==> src/rtl/csu_pkg.sv <==
package csu_pkg;
    localparam int CSU_USER_W = 16;
    localparam int CSU_CS_W   = 8;
    localparam int CSU_WORD_W = 32;
    localparam int CSU_SOB_POS = CSU_USER_W + CSU_CS_W;
endpackage

==> src/rtl/csu_bit_packer.sv <==
module csu_bit_packer #(
    parameter int W = 8
) (
    input  logic         clk,
    input  logic         rst_n,
    input  logic         flush,
    input  logic         restart,
    input  logic         push,
    input  logic         bit_in,
    output logic [W-1:0] data_now,
    output logic         fill_done
);
    localparam int CW = $clog2(W + 1);
    localparam int IW = (W > 1) ? $clog2(W) : 1;
    localparam logic [CW-1:0] LIMIT = CW'(W);
    localparam logic [CW-1:0] LAST  = CW'(W - 1);

    typedef struct packed {
        logic [CW-1:0] cnt;
        logic [W-1:0]  data;
    } pk_state_t;

    pk_state_t st_q, st_d, base;

    always_comb begin
        base      = restart ? '0 : st_q;
        data_now  = base.data;
        fill_done = 1'b0;
        st_d      = base;
        if (push && (base.cnt < LIMIT)) begin
            data_now[base.cnt[IW-1:0]] = bit_in;
            st_d.cnt  = base.cnt + 1'b1;
            fill_done = (base.cnt == LAST);
        end
        st_d.data = data_now;
        if (flush) begin
            st_d = '0;
        end
    end

    always_ff @(posedge clk or negedge rst_n) begin
        if (!rst_n) begin
            st_q <= '0;
        end else begin
            st_q <= st_d;
        end
    end
endmodule

==> src/rtl/csu_word_hold.sv <==
module csu_word_hold #(
    parameter int WW = 32
) (
    input  logic          clk,
    input  logic          rst_n,
    input  logic          load,
    input  logic [WW-1:0] word_in,
    input  logic          rd,
    output logic [WW-1:0] word_out,
    output logic          ready
);
    typedef struct packed {
        logic          ready;
        logic [WW-1:0] word;
    } hold_t;

    hold_t h_q, h_d;

    always_comb begin
        h_d = h_q;
        if (load) begin
            h_d.ready = 1'b1;
            h_d.word  = word_in;
        end else if (rd) begin
            h_d.ready = 1'b0;
        end
    end

    always_ff @(posedge clk or negedge rst_n) begin
        if (!rst_n) begin
            h_q <= '0;
        end else begin
            h_q <= h_d;
        end
    end

    assign word_out = h_q.word;
    assign ready    = h_q.ready;
endmodule

==> src/rtl/csu_collector.sv <==
module csu_collector
    import csu_pkg::*;
#(
    parameter int USER_W = CSU_USER_W,
    parameter int CS_W   = CSU_CS_W,
    parameter int WORD_W = CSU_WORD_W
) (
    input  logic              clk,
    input  logic              rst_n,
    input  logic              collect_en,
    input  logic              cs_src_b,
    input  logic              sf_valid,
    input  logic              sf_chan_b,
    input  logic              sf_cs_bit,
    input  logic              sf_user_bit,
    input  logic              sf_block_start,
    input  logic              status_rd,
    output logic [WORD_W-1:0] status_word,
    output logic              status_ready
);
    localparam int SOB_POS = USER_W + CS_W;
    localparam int PAD_W   = WORD_W - SOB_POS - 1;

    typedef struct packed {
        logic sob;
    } ctl_t;

    ctl_t ctl_q, ctl_d;

    logic              accept;
    logic              cs_take;
    logic              blk_restart;
    logic              word_load;
    logic              flush;
    logic              cs_unused_done;
    logic              word_sob;
    logic [USER_W-1:0] user_now;
    logic [CS_W-1:0]   cs_now;
    logic [WORD_W-1:0] word_build;

    always_comb begin
        accept      = collect_en & sf_valid;
        cs_take     = accept & (sf_chan_b == cs_src_b);
        blk_restart = accept & sf_block_start;
    end

    assign flush = ~collect_en | word_load;

    csu_bit_packer #(.W(USER_W)) u_user (
        .clk       (clk),
        .rst_n     (rst_n),
        .flush     (flush),
        .restart   (blk_restart),
        .push      (accept),
        .bit_in    (sf_user_bit),
        .data_now  (user_now),
        .fill_done (word_load)
    );

    csu_bit_packer #(.W(CS_W)) u_cs (
        .clk       (clk),
        .rst_n     (rst_n),
        .flush     (flush),
        .restart   (blk_restart),
        .push      (cs_take),
        .bit_in    (sf_cs_bit),
        .data_now  (cs_now),
        .fill_done (cs_unused_done)
    );

    always_comb begin
        ctl_d    = ctl_q;
        word_sob = ctl_q.sob | blk_restart;
        if (blk_restart) begin
            ctl_d.sob = 1'b1;
        end
        if (flush) begin
            ctl_d.sob = 1'b0;
        end
    end

    always_ff @(posedge clk or negedge rst_n) begin
        if (!rst_n) begin
            ctl_q <= '0;
        end else begin
            ctl_q <= ctl_d;
        end
    end

    generate
        if (PAD_W > 0) begin : g_pad
            assign word_build = {{PAD_W{1'b0}}, word_sob, cs_now, user_now};
        end else begin : g_nopad
            assign word_build = {word_sob, cs_now, user_now};
        end
    endgenerate

    csu_word_hold #(.WW(WORD_W)) u_hold (
        .clk      (clk),
        .rst_n    (rst_n),
        .load     (word_load),
        .word_in  (word_build),
        .rd       (status_rd),
        .word_out (status_word),
        .ready    (status_ready)
    );
endmodule

==> config.mk <==
export PLATFORM = sky130hd
export DESIGN_NAME = csu_collector
export DESIGN_NICKNAME = d
export VERILOG_FILES = /design/src/rtl/csu_pkg.sv /design/src/rtl/csu_bit_packer.sv /design/src/rtl/csu_word_hold.sv /design/src/rtl/csu_collector.sv
export SDC_FILE = /design/constraint.sdc
export NUM_CORES = 1
export LEC_CHECK = 0
export BUFFER_PORTS_ARGS = -buffer_cell sky130_fd_sc_hd__buf_2
export CAP_MARGIN = 20
export CELL_PAD_IN_SITES_DETAIL_PLACEMENT = 1
export CELL_PAD_IN_SITES_GLOBAL_PLACEMENT = 1
export CORE_MARGIN = 10
export CORE_UTILIZATION = 39
export CTS_CLUSTER_SIZE = 16
export DETAILED_ROUTE_END_ITERATION = 16
export GPL_ROUTABILITY_DRIVEN = 0
export PLACE_DENSITY_LB_ADDON = 0.12
export RECOVER_POWER = 25
export SYNTH_ARGS = -nofsm -noshare
export SYNTH_HDL_FRONTEND = slang
export SYNTH_SLANG_ARGS = --single-unit
==> constraint.sdc <==
create_clock -name clk -period 1.85 [get_ports clk]
set_input_delay 0 -clock clk [delete_from_list [all_inputs] [get_ports clk]]
set_output_delay 0 -clock clk [all_outputs]
set_load 0.005 [all_outputs]
After elaboration in Yosys (flattened, before gate mapping)
Cells that the tools add are included.
- output and inout bits: 33
- register bits after elaboration: 60
- word-level logic and storage cells: 48
- input port bits: 10
- equal/unequal tests: 2
- reduce and logical (&&, ||, !) cells: 6
- $lt $le $gt $ge: 6
- multiplexer cells: 19
- bitwise logic cells: 6
- add/subtract/negate cells: 2
- operators by type and width (cell ; number):
    2-to-1 mux 21 bit ; 2
    2-to-1 mux 12 bit ; 2
    bitwise mux 16 bit ; 1
    2-to-1 mux 16 bit ; 1
    bitwise mux 8 bit ; 1
    2-to-1 mux 8 bit ; 1
    2-to-1 mux 1 bit ; 7
    adder 5 x 1 -> 5 bit (second input constant) ; 1
    equality test 5 x 4 -> 1 bit (second input constant) ; 1
    < comparator 4 x 5 -> 1 bit (second input constant) ; 1
    < comparator 5 bit (second input constant) ; 1
    2-to-1 mux 5 bit ; 1
    adder 4 x 1 -> 4 bit (second input constant) ; 1
    demux 1 bit (select 4 bit) ; 1
    >= comparator 4 x 1 -> 1 bit (second input constant) ; 1
    logical AND 1 bit ; 4
    < comparator 3 x 4 -> 1 bit (second input constant) ; 1
    < comparator 4 bit (second input constant) ; 1
    2-to-1 mux 4 bit ; 1
    nonzero test 2 bit ; 2
    bitwise AND 1 bit ; 3
    demux 1 bit (select 3 bit) ; 1
    >= comparator 3 x 1 -> 1 bit (second input constant) ; 1
    bitwise OR 1 bit ; 2
    other kinds (2) ; 2

Longest topological paths before layout
- depth in word-level cells: 10
- depth in mapped cells: 10
- mapped depth without buffers: 7

Hierarchy
Synthesis repeated with hierarchy kept, for this count alone.
- cell total of the unflattened synthesis: 311
- area, all modules: 3779.9 µm²
- by module, submodules not included (module ; times used ; cells an instance ; seq. area each (µm²) ; area an instance (µm²)):
    csu_bit_packer at u_user ; 1 ; 150 ; 525.5 ; 1530.2
    csu_word_hold ; 1 ; 71 ; 825.8 ; 1377.6
    csu_bit_packer at u_cs ; 1 ; 80 ; 300.3 ; 794.5
    csu_collector ; 1 ; 10 ; 25.0 ; 77.6

Worst setup path before layout
No wires, ideal clock.
- path type: register to register
- start: reg u_user.st_q[18] (netlist name)
- end: reg u_cs.st_q[3] (netlist name)
- buffers on the path: 3
- period minus slack after synthesis: 1.931 ns
- cell stages (with the launch flop): 11
- library setup time: 0.122 ns
- data required time: 1.728 ns
- arrival time: 1.809 ns
- slack: -0.081 ns
- path through: dfrtp_1 -> clkbuf_1 -> nand4_1 -> nor2_1 -> ha_1 -> inv_1 -> o31ai_4 -> nand2b_1 -> buf_4 -> buf_4 -> nor2_1
- RTL lines (item ; line ; RTL):
    start: declaration ; csu_bit_packer.sv:23 ; pk_state_t st_q, st_d, base;
    start signal: assignment ; csu_bit_packer.sv:45 ; st_q <= st_d;
    end signal: assignment ; csu_bit_packer.sv:45 ;
    end: declaration ; csu_bit_packer.sv:23 ;

==> results.py <==
metrics = {
    "run_status": {
        "outcome": "complete, but fails checks",
        "violations": "capacitance limit",
    },
    "clock_network": {
        "cts_tree": "done",
        "cts_root_buf": "clkbuf_8",
        "cts.sinks": 60,
        "path_clk_slew_ns": 0.07,
        "cts_buffer_depth": 2,
        "clk-insertion-delay-late_ns": 0.35,
        "numCtsBuffers": 9,
        "cts_max_level": 3,
    },
    "worst_setup_path": {
        "crit_path_end_kind": "flop",
        "path_class": "reg2reg",
        "r2r-start": "u_user.st_q[16]",
        "crit_path_start_kind": "flop",
        "worstPathMaxFanout": 18,
        "arrival_ns": 1.92,
        "critPathLaunch": "u_user.st_q[16]",
        "worst_ep_required_time_ns": 2.08,
    },
    "synth": {
        "yosysMostFrequentCell": "dfrtp_1",
        "ys_seq_elements": 60,
        "syn_inst": 288,
        "synth_top_cell_by_area": "dfrtp_1",
        "yosys_warnings": 0,
        "ys.flop_type": "dfrtp_1",
        "synth-edff-count": 0,
        "async_reset_ff_share_pct": 100,
        "syn_avg_cell_area_sq_um": 9.94,
        "netlist_area_sq_um": 2860,
        "yosysTopAreaCellShare_pct": 52.4,
        "synth-seq-area-share_pct": 52.4,
        "synth.distinct_cells": 46,
        "synthTopCellsByArea": "dfrtp_1 52%, mux2i_1 7.0%, nand2_1 4.6%, nor2_1 4.6%, o21ai_0 4.5%",
        "synth.cells.most_frequent": "60 x dfrtp_1, 35 x nand2_1, 35 x nor2_1, 26 x o21ai_0, 20 x mux2i_1",
    },
    "global_routing": {
        "first_global_vias": 2352,
        "grt_start_max_net_pins": 37,
        "grt_usage_pct": 13.8,
        "antenna_found_initial": 0,
        "grt_overflow": 0,
        "grt_pass1_wl_um": 12400,
    },
    "routing": {
        "ant_nets": 0,
        "wl_per_cell_um": 17.0,
        "num_vias": 2186,
        "drtIter0Drc": 93,
        "first_pass_iters": 4,
        "post_drt_via_cell_ratio": 5.03,
        "routed_wl_um": 7390,
        "drc_errors": 0,
    },
    "timing": {
        "finalSetupViolCount": 0,
        "rsz0062_at_grt": "no",
        "hold_viol": 0,
        "fin_crit_sh_pct": 91.6,
        "tightest_slew_ns": 1.50,
        "setup_tns_ns": 0,
        "maxSlewViolCount": 0,
        "slew_headroom_pct": 0.0984,
        "period_minus_slack_ns": 1.69,
        "skew_ns": 0.0109,
        "fmax_mhz": 590,
    },
    "pwr": {
        "ir_worst_vdd_mv": 0.338,
        "comb_power_share_pct": 7.3,
        "p_leak_uw": 0.00163,
        "clkPwrFrac_pct": 41.7,
        "powerDensity_nw_per_um2": 766,
        "p_sw_share_pct": 26.8,
        "seqPwrFrac_pct": 51.0,
        "p_sw_uw": 698,
        "power_uw": 2600,
        "p_int_uw": 1910,
    },
    "die": {
        "die-area_sq_um": 11200,
        "die-width_um": 106,
        "io_pins": 43,
        "fp.dieH_um": 106,
        "start_util_pct": 39.7,
        "coreArea_sq_um": 7210,
        "fp-row-count": 31,
    },
    "layout": {
        "diodes": 0,
        "regArea_sq_um": 1500,
        "area_delta_synth_final_pct": 18.7,
        "multi_input_area_sq_um": 1230,
        "drive_gt1_share_pct": 19.0,
        "nets": 342,
        "nFillCells": 872,
    },
    "placed_design": {
        "dp_hpwl_um": 5070,
        "portBuffers": 35,
    },
    "min_path": {
        "hp-class": "in2reg",
        "timing.hold.worst.start": "collect_en",
    },
    "run": {
        "drv_cap": 1,
    },
}
-- kinds of logic (layout without fill, tap and decap cells) --
kind of cell | count (synthesis) | after routing | share of synthesized area (%)
buf+inv | 30 | 72 | 5.72
simple gates | 124 | 124 | 22.3
mux | 20 | 20 | 6.99
fa+ha+maj | 1 | 1 | 0.437
xor+xnor | 5 | 5 | 1.53
other cells | 1 | 7 | 0.131
flops | 60 | 60 | 52.4
compound gates | 47 | 47 | 10.4
-- critical path, stage by stage, from the launching register on --
cell	delay, ns
dfrtp_1	0.43
nand4_1	0.10
nor2_1	0.12
ha_2	0.21
inv_1	0.09
o31ai_4	0.24
nand2b_4	0.19
buf_12	0.15
nor2_1	0.06
-- sequential cells by signal, summed over array words and instances (netlist names) --
register,count
u_hold.word_out,25
u_user.st_q,21
u_cs.st_q,12
ctl_q,1
u_hold.ready,1
-- metrics by stage --
stage / util, % / instances / cell area, sq um / setup slack (ns) / hold slack (ns)
2_1_floorplan: - / 294 / 2890 / 0.0208 / -0.296
3_3_place_gp: 44.3 / 416 / 3200 / 0.164 / 0.0510
3_5_place_dp: 44.3 / 416 / 3200 / 0.0830 / 0.0535
4_1_cts: 47.0 / 434 / 3390 / 0.0680 / 0.0145
5_1_grt: 47.1 / 435 / 3400 / 0.0405 / 0.0308
6_report: 47.1 / 435 / 3400 / 0.156 / 0.0186
-- cell usage in the layout, fill, tap and decap left out, drive strengths merged, types with 4 or more instances in the layout --
cell type / n
and2: 6
buf: 41
clkbuf: 21
conb: 7
dfrtp: 60
inv: 4
mux2i: 20
nand2: 35
nand2b: 4
nand3: 10
nand4: 10
nor2: 35
nor2b: 5
nor3: 5
o21ai: 29
-- power groups by stage --
stage          Clock, uW  Combinational (uW)  Sequential (uW)
2_1_floorplan          0                 103             1350
3_3_place_gp           0                 182             1350
3_5_place_dp           0                 185             1350
4_1_cts             1110                 189             1330
5_1_grt             1190                 209             1330
6_report            1090                 190             1330
-- layout make-up --
type / instances / area share, %
Clock buffer: 11 / 4.16
Clock inverter: 5 / 1.07
Inverter: 3 / 0.331
Multi-Input combinational cell: 204 / 36.2
Sequential cell: 60 / 44.2
Tap cell: 99 / 3.65
Timing Repair Buffer: 53 / 10.4
-- repair_timing --
| item | 4_1_cts | 5_1_grt |
|---|---|---|
| buffers inserted | 0 | 1 |
| resized for setup | 0 | 2 |
| hold endpoints to repair | 25 | 0 |
| hold buffers | 2 | 0 |
| endpoints found under the setup margin | 0 | 18 |
-- worst paths after layout --
check	endpoint	slack [ns]	depth (start not counted)
max in group asynchronous	u_hold.word_out[9]	0.43	2
max reg2reg	u_cs.st_q[1]	0.16	8
max	u_cs.st_q[1]	0.16	8
min reg2reg	u_hold.word_out[5]	0.48	2
min in group asynchronous	u_hold.word_out[16]	0.55	2
min	u_user.st_q[16]	0.02	2
-- per-layer routing --
metal | GRT usage [%] | up-vias | part of all wire [%]
met1 | 18.9 | 1070 | 51
met2 | 19.6 | 41 | 42
met3 | 3.65 | 10 | 4.6
met5 | 0 | - | 0
met4 | 6.96 | 0 | 1.9
li1 | - | 1065 | -
(Power assumes the default switching activity.)
